--- config.mk ---
export PLATFORM = sky130hd
export DESIGN_NAME = fault_echo_timer
export DESIGN_NICKNAME = d
export VERILOG_FILES = /design/src/rtl/fet_pkg.sv /design/src/rtl/fet_sync.sv /design/src/rtl/fet_ctrl.sv /design/src/rtl/fet_counter.sv /design/src/rtl/fault_echo_timer.sv
export SDC_FILE = /design/constraint.sdc
export NUM_CORES = 1
export LEC_CHECK = 0
export ABC_AREA = 1
export BUFFER_PORTS_ARGS = -buffer_cell sky130_fd_sc_hd__buf_2
export CAP_MARGIN = 20
export CORE_MARGIN = 10
export CORE_UTILIZATION = 45
export DETAILED_ROUTE_END_ITERATION = 10
export PLACE_DENSITY = 0.72
export RECOVER_POWER = 50
export SYNTH_ARGS = -nofsm -noshare
export SYNTH_HDL_FRONTEND = slang
export SYNTH_SLANG_ARGS = --single-unit
--- constraint.sdc ---
create_clock -name clk -period 1.7 [get_ports clk]
set_input_delay 0.34 -clock clk [delete_from_list [all_inputs] [get_ports clk]]
set_output_delay 0.34 -clock clk [all_outputs]
set_load 0.03 [all_outputs]
--- src/rtl/fet_pkg.sv ---
package fet_pkg;
   typedef enum logic [1:0] {
      FET_IDLE    = 2'd0,
      FET_ARMED   = 2'd1,
      FET_RUNNING = 2'd2,
      FET_FROZEN  = 2'd3
   } fet_state_e;
endpackage

--- src/rtl/fet_sync.sv ---
module fet_sync #(
   parameter int WIDTH  = 2,
   parameter int STAGES = 2
) (
   input  logic             clk,
   input  logic             rst_n,
   input  logic [WIDTH-1:0] async_i,
   output logic [WIDTH-1:0] sync_o
);
   localparam int LAST = STAGES - 1;

   if (STAGES < 2) begin : g_bad_stages
      $error("fet_sync: STAGES must be at least 2");
   end

   logic [WIDTH-1:0] chain_q [STAGES];

   always_ff @(posedge clk or negedge rst_n) begin
      if (!rst_n) begin
         for (int s = 0; s < STAGES; s++) chain_q[s] <= '0;
      end else begin
         chain_q[0] <= async_i;
         for (int s = 1; s < STAGES; s++) chain_q[s] <= chain_q[s-1];
      end
   end

   assign sync_o = chain_q[LAST];
endmodule

--- src/rtl/fet_ctrl.sv ---
module fet_ctrl
   import fet_pkg::*;
(
   input  logic clk,
   input  logic rst_n,
   input  logic tick_i,
   input  logic tx_active_i,
   input  logic car_s_i,
   input  logic col_s_i,
   output logic step_o,
   output logic done_o
);
   fet_state_e st_q, st_d;
   logic       live;
   logic       done_q;

   assign live = tx_active_i & car_s_i & ~col_s_i &
                 ((st_q == FET_ARMED) | (st_q == FET_RUNNING));

   always_comb begin
      st_d = st_q;
      unique case (st_q)
         FET_IDLE:    if (tx_active_i) st_d = FET_ARMED;
         FET_ARMED: begin
            if (!tx_active_i)               st_d = FET_IDLE;
            else if (live)                  st_d = FET_RUNNING;
            else if (car_s_i && col_s_i)    st_d = FET_FROZEN;
         end
         FET_RUNNING: begin
            if (!tx_active_i) st_d = FET_IDLE;
            else if (!live)   st_d = FET_FROZEN;
         end
         FET_FROZEN:  if (!tx_active_i) st_d = FET_IDLE;
         default:     st_d = FET_IDLE;
      endcase
   end

   always_ff @(posedge clk or negedge rst_n) begin
      if (!rst_n) begin
         st_q   <= FET_IDLE;
         done_q <= 1'b0;
      end else begin
         st_q   <= st_d;
         done_q <= (st_q != FET_IDLE) & ~tx_active_i;
      end
   end

   assign step_o = live & tick_i;
   assign done_o = done_q;


   no_restart_chk: assert property (@(posedge clk) disable iff (!rst_n)
      (st_q == FET_FROZEN) |=> (st_q == FET_FROZEN || st_q == FET_IDLE));


   single_strobe_chk: assert property (@(posedge clk) disable iff (!rst_n)
      done_q |=> !done_q);
endmodule

--- src/rtl/fet_counter.sv ---
module fet_counter #(
   parameter int WIDTH = 10
) (
   input  logic             clk,
   input  logic             rst_n,
   input  logic             clear_i,
   input  logic             step_i,
   output logic [WIDTH-1:0] value_o
);
   localparam logic [WIDTH-1:0] TOP = {WIDTH{1'b1}};

   logic [WIDTH-1:0] cnt_q;

   always_ff @(posedge clk or negedge rst_n) begin
      if (!rst_n)                      cnt_q <= '0;
      else if (clear_i)                cnt_q <= '0;
      else if (step_i && cnt_q != TOP) cnt_q <= cnt_q + 1'b1;
   end

   assign value_o = cnt_q;


   no_wrap_chk: assert property (@(posedge clk) disable iff (!rst_n)
      !clear_i |=> cnt_q >= $past(cnt_q));


   clear_wins_chk: assert property (@(posedge clk) disable iff (!rst_n)
      clear_i |=> cnt_q == '0);


   idle_hold_chk: assert property (@(posedge clk) disable iff (!rst_n)
      (!clear_i && !step_i) |=> $stable(cnt_q));
endmodule

--- src/rtl/fault_echo_timer.sv ---
module fault_echo_timer #(
   parameter int CNT_W       = 10,
   parameter int SYNC_STAGES = 2
) (
   input  logic             clk,
   input  logic             rst_n,
   input  logic             tick_i,
   input  logic             tx_active_i,
   input  logic             carrier_i,
   input  logic             collision_i,
   input  logic             clear_i,
   output logic [CNT_W-1:0] count_o,
   output logic             valid_o
);
   if (CNT_W < 2) begin : g_bad_width
      $error("fault_echo_timer: CNT_W must be at least 2");
   end

   logic [1:0] sync_bus;
   logic       car_s, col_s, step;

   fet_sync #(.WIDTH(2), .STAGES(SYNC_STAGES)) sync_i (
      .clk     (clk),
      .rst_n   (rst_n),
      .async_i ({collision_i, carrier_i}),
      .sync_o  (sync_bus)
   );
   assign car_s = sync_bus[0];
   assign col_s = sync_bus[1];

   fet_ctrl ctrl_i (
      .clk         (clk),
      .rst_n       (rst_n),
      .tick_i      (tick_i),
      .tx_active_i (tx_active_i),
      .car_s_i     (car_s),
      .col_s_i     (col_s),
      .step_o      (step),
      .done_o      (valid_o)
   );

   fet_counter #(.WIDTH(CNT_W)) cnt_i (
      .clk     (clk),
      .rst_n   (rst_n),
      .clear_i (clear_i),
      .step_i  (step),
      .value_o (count_o)
   );


   collision_stop_chk: assert property (@(posedge clk) disable iff (!rst_n)
      (col_s && !clear_i) |=> $stable(count_o));


   no_tx_hold_chk: assert property (@(posedge clk) disable iff (!rst_n)
      (!tx_active_i && !clear_i) |=> $stable(count_o));
endmodule

======== After elaboration in Yosys (flattened, before gate mapping) ========
Index checks and enable logic that the tools add are counted.
storage, ports and cells
  register bits ........................... 17
  bits in latches ......................... 0
  RAM bits ................................ 0
  ROM bits ................................ 0
  output and inout bits ................... 11
  word-level logic and storage cells ...... 38
  memories ................................ 0
operators by class
  add/subtract/negate cells ............... 1
  $mul .................................... 0
  divide/modulo/power cells ............... 0
  magnitude comparators ................... 0
  equal/unequal tests ..................... 8
  shifts and indexed selects .............. 0
  multiplexer cells ....................... 10
  bitwise operators ....................... 8
  reductions and logical operators ........ 6
operator list
  cell                     number
  $mux W10                 2
  $mux W2                  7
  $add A10 B1 Y10 const B  1
  $ne A10 B10 Y1 const B   1
  $pmux W2 S4              1
  $and A1 B1 Y1            5
  $eq A2 B2 Y1 const B     2
  $ne A2 B2 Y1 const B     2
  $ne A4 B3 Y1 const B     1
  $reduce_and A4 Y1        1
  $reduce_bool A2 Y1       2
  $ne A3 B3 Y1 const B     1
  $eq A2 B1 Y1 const B     1
  $logic_and A1 B1 Y1      2
  $logic_not A2 Y1         1
  $not A1 Y1               2
  $or A1 B1 Y1             1

======== Depth between registers and ports, before layout ========
  depth after elaboration ................. 7
  gate-level depth with buffers ........... 10
  gate-level depth less buffers ........... 10

======== Cells and area by module ========
Synthesis repeated with hierarchy kept, for this count alone.
unflattened totals
  cell total of the unflattened synthesis .. 147
  area, all modules ....................... 1143.6 um^2
modules (own cells, without submodules)
  module       instances  cells each  area each (um^2)  seq. area each (um^2)
  fet_counter  1          95          683.2             250.2
  fet_ctrl     1          46          345.3             75.1
  fet_sync     1          6           115.1             100.1

======== Worst setup path before layout ========
No wires, ideal clock.
  kind .................................... reg-to-reg
  from .................................... register cnt_i.cnt_q[1], in the netlist cnt_i.value_o[1]
  to ...................................... register cnt_i.cnt_q[6], in the netlist cnt_i.value_o[6]
  arrival time ............................ 1.410 ns
  data required time ...................... 1.623 ns
  path slack .............................. 0.213 ns
  stages on the path, launching flop included .. 9
  buffers on the path ..................... 1
  clock period less this slack ............ 1.487 ns
  cells stage by stage .................... dfrtp_1 > ha_1 > nand2_1 > nor2_4 > nand3_2 > nand2_2 > buf_6 > nand3_1 > o21ai_1
between the ends
  word-level cells in the longest chain between the ends .. 3
ends and longest elaborated chain
  element                                            line               RTL
  from (decl)                                        fet_counter.sv:12  logic [WIDTH-1:0] cnt_q;
  from (signal assigned)                             fet_counter.sv:17  else if (step_i && cnt_q != TOP) cnt_q <= cnt_q + 1'b1;
  $add A10 B1 Y10 or $ne A10 B10 Y1 (tied branches)  fet_counter.sv:17
  $mux W10 or $logic_and A1 B1 Y1 (tied branches)    fet_counter.sv:17
  $mux W10 or $reduce_bool A2 Y1 (tied branches)     -
Parallel ways exist; a longest one is shown, timed or not. The select of a mux whose other input is x is not followed.
A chain may end at the register's enable or synchronous reset.

======== Final worst setup path ========
  from .................................... register ctrl_i.st_q[0]
  to ...................................... register cnt_i.cnt_q[9], in the netlist cnt_i.value_o[9]
between the ends
  word-level cells in the longest chain between the ends .. 6
ends and longest elaborated chain
  element                                       line               RTL
  from (decl)                                   fet_ctrl.sv:13     fet_state_e st_q, st_d;
  from (signal assigned)                        fet_ctrl.sv:43     st_q <= st_d;
  $eq A2 B1 Y1 or $eq A2 B2 Y1 (tied branches)  fet_ctrl.sv:18     ((st_q == FET_ARMED) | (st_q == FET_RUNNING));
  $or A1 B1 Y1 (*)                              fet_ctrl.sv:18
  $and A1 B1 Y1 (*)                             fet_ctrl.sv:17     assign live = tx_active_i & car_s_i & ~col_s_i &
  $and A1 B1 Y1 (*)                             fet_ctrl.sv:48     assign step_o = live & tick_i;
  $logic_and A1 B1 Y1 (*)                       fet_counter.sv:17
  $reduce_bool A2 Y1 (no source line) (*)       -
Every way passes the cells marked *; elsewhere a longest branch is shown, timed or not.

==> flow_summary.yaml <==
run_status:
  status: "complete, no violations"
grt:
  grt_use_total: 0.106
  grt_max_degree: 18
  grt_pass1_wl_mm: 3.77
  grt_overflow: 0
  grt_pass1_vias: 885
  antenna_found_initial: 0
clock_tree:
  cts_tree: "yes"
  clkSinkCount: 17
  cts_buffers: 3
  htreeDepth: 1
  root_buffer: "clkbuf_4"
  clk_pin_slew_ps: 110
  post_cts_resize_count: 0
  clockBufferDepth: 2
  clk_latency_ps: 300
  post_cts_buffers: 0
yosys:
  ys_seq_area_frac: 0.429
  netlist_area_um2: 992
  synth_nets: 145
  synth.distinct_cells: 22
  yosys-top-cells-area: "dfrtp_1 43%, nand2_1 16%, nand3_1 9.6%"
  synth_top_area_share: 0.429
  avgSynthCellArea_um2: 7.46
  yosysWarnings: 0
  netlist_instances: 133
  ys_ff_latch: 17
  synth_area_leader_cell: "dfrtp_1"
floorplanning:
  chipWidth_um: 67.0
  io-pin-count: 18
  core_area_um2: 2020
  initial_utilization: 0.491
  rows: 16
  die_h_um: 67.0
  die_area_um2: 4480
finish:
  mostFrequentLayoutCells: "42 x nand2_1, 19 x nand3_1, 17 x dfrtp_1"
  nNetsFinal: 167
  drive_gt1_frac: 0.182
  area_growth_pct: 15.0
  antenna_cells: 0
  final_common_cell: "nand2_1"
power_and_ir_drop:
  powerDensity_nw_per_um2: 856
  power_uw: 977
  cellLeakagePower_uw: 0.000578
  peakVddDrop_mv: 0.604
worst_hold_path:
  hp-class: "in -> reg"
timing:
  slew_viol_final: 0
  worst_pin_slew_ps: 921
  fin_crit_ps: 1560
  hold_violations: 0
  final-setup-viol-count: 0
  fmax_ghz: 0.640
  finalCritPeriodShare: 0.920
  rsz0062_at_grt: "false"
  clock_skew_ps: 8.38
  finalSetupTns_ps: 0
  slew_headroom: 0.386
route:
  vias: 908
  route.met3.wl_um: 183
  viasPerCell: 5.02
  ant_nets: 0
  dr.pass1.iters: 4
  met2_length_um: 942
  wl_met1_um: 953
  drtIter0Drc: 44
  routed_wl_mm: 2.12
  maxUsedRoutingLayer: "met4"
  routedWlPerCell_um: 11.7
  drcViolationCount: 0
setup_path:
  worst_ep_arrival_time_ps: 1800
  cp-end-kind: "flip-flop"
  crit_type: "reg -> reg"
  crit_path_max_fanout: 12
  required_ps: 1940
  startpoint_type: "flip-flop"
placement:
  routabilityCongestion: 0.839
  hpwl_mm: 1.66
  io_buffer_count: 17
flow_run:
  drv_cap: 0
cell usage after synthesis:
cell       n
o21bai_1   1
inv_1     16
nor3_1     1
ha_1       5
nor3_2     1
clkinv_1   1
nor2_1     8
o21ai_1    6
nor2_4     1
o21ai_0    3
nand3_2    1
dfrtp_1   17
nand2_1   42
nand4_1    1
inv_2      1
nand2_2    1
buf_2      1
nand3_1   19
xnor2_1    1
buf_6      1
a21oi_1    3
nor2_2     2
registers in the layout, indices dropped and copies added (netlist names):
name	cells
cnt_i.value_o	10
ctrl_i.st_q	2
sync_i.chain_q	2
sync_i.sync_o	2
ctrl_i.done_o	1
path summary, 6_finish.rpt:
kind                       depth (start not counted)  slack, ps           endpoint         startpoint
min in group asynchronous                          2        680   cnt_i.value_o[3]              rst_n
max                                                8        140   cnt_i.value_o[9]     ctrl_i.st_q[0]
min reg2reg                                        0        360   sync_i.sync_o[0]  sync_i.chain_q[2]
max reg2reg                                        8        140   cnt_i.value_o[9]     ctrl_i.st_q[0]
max in group asynchronous                          2        460   cnt_i.value_o[5]              rst_n
min                                                1        130  sync_i.chain_q[3]        collision_i
report_power, final:
part,switching [uW],internal (uW)
logic,173,98.3
registers,31.5,443
clock network,141,89.7
final cells by class:
cell class | count | area, um2
multi-input cells | 96 | 483
clock buffers | 3 | 22.5
inverters | 18 | 67.6
clock inverters | 1 | 7.51
flip-flops and latches | 17 | 425
fillers | 201 | 881
repair buffers | 19 | 101
well taps | 27 | 33.8
cells by family after synthesis:
| kind of cell | share of synthesized area |
|---|---|
| xor+xnor | 0.00883 |
| simple gates | 0.347 |
| compound gates | 0.0681 |
| flops | 0.429 |
| buf+inv | 0.0845 |
| fa+ha+maj | 0.0631 |
repair_timing:
| action | 4_1_cts | 5_1_grt |
|---|---|---|
| hold buffers | 1 | 0 |
| setup endpoints to repair | 0 | 0 |
| hold endpoints to repair | 17 | 0 |
worst max-delay path, stage by stage, from the launching register on:
cell and delay (ps):
dfrtp_1 420, inv_1 80, ha_1 270, nand2_1 60, nor3_2 200, nand2_2 190, inv_1 130, nand3_1 80
nand2_1 60
layer usage:
layer / GRT usage / vias to the layer above
met5: 0 / -
met4: 0.0359 / 0
met3: 0.0485 / 6
met2: 0.162 / 29
met1: 0.127 / 410
li1: - / 463
metrics by stage:
step | cell area [um2] | util | hold WS [ps] | setup slack (ps) | cells
final | 1140 | 0.564 | 133 | 137 | 181
after global routing | 1140 | 0.564 | 116 | 7.84 | 181
after floorplan | 992 | - | 44.4 | 213 | 133
after CTS | 1140 | 0.565 | 129 | 146 | 181
after global placement | 1100 | 0.545 | 281 | 221 | 176
after detailed placement | 1100 | 0.545 | 285 | 170 | 176
No activity file was read; power rests on OpenSTA's default activity.
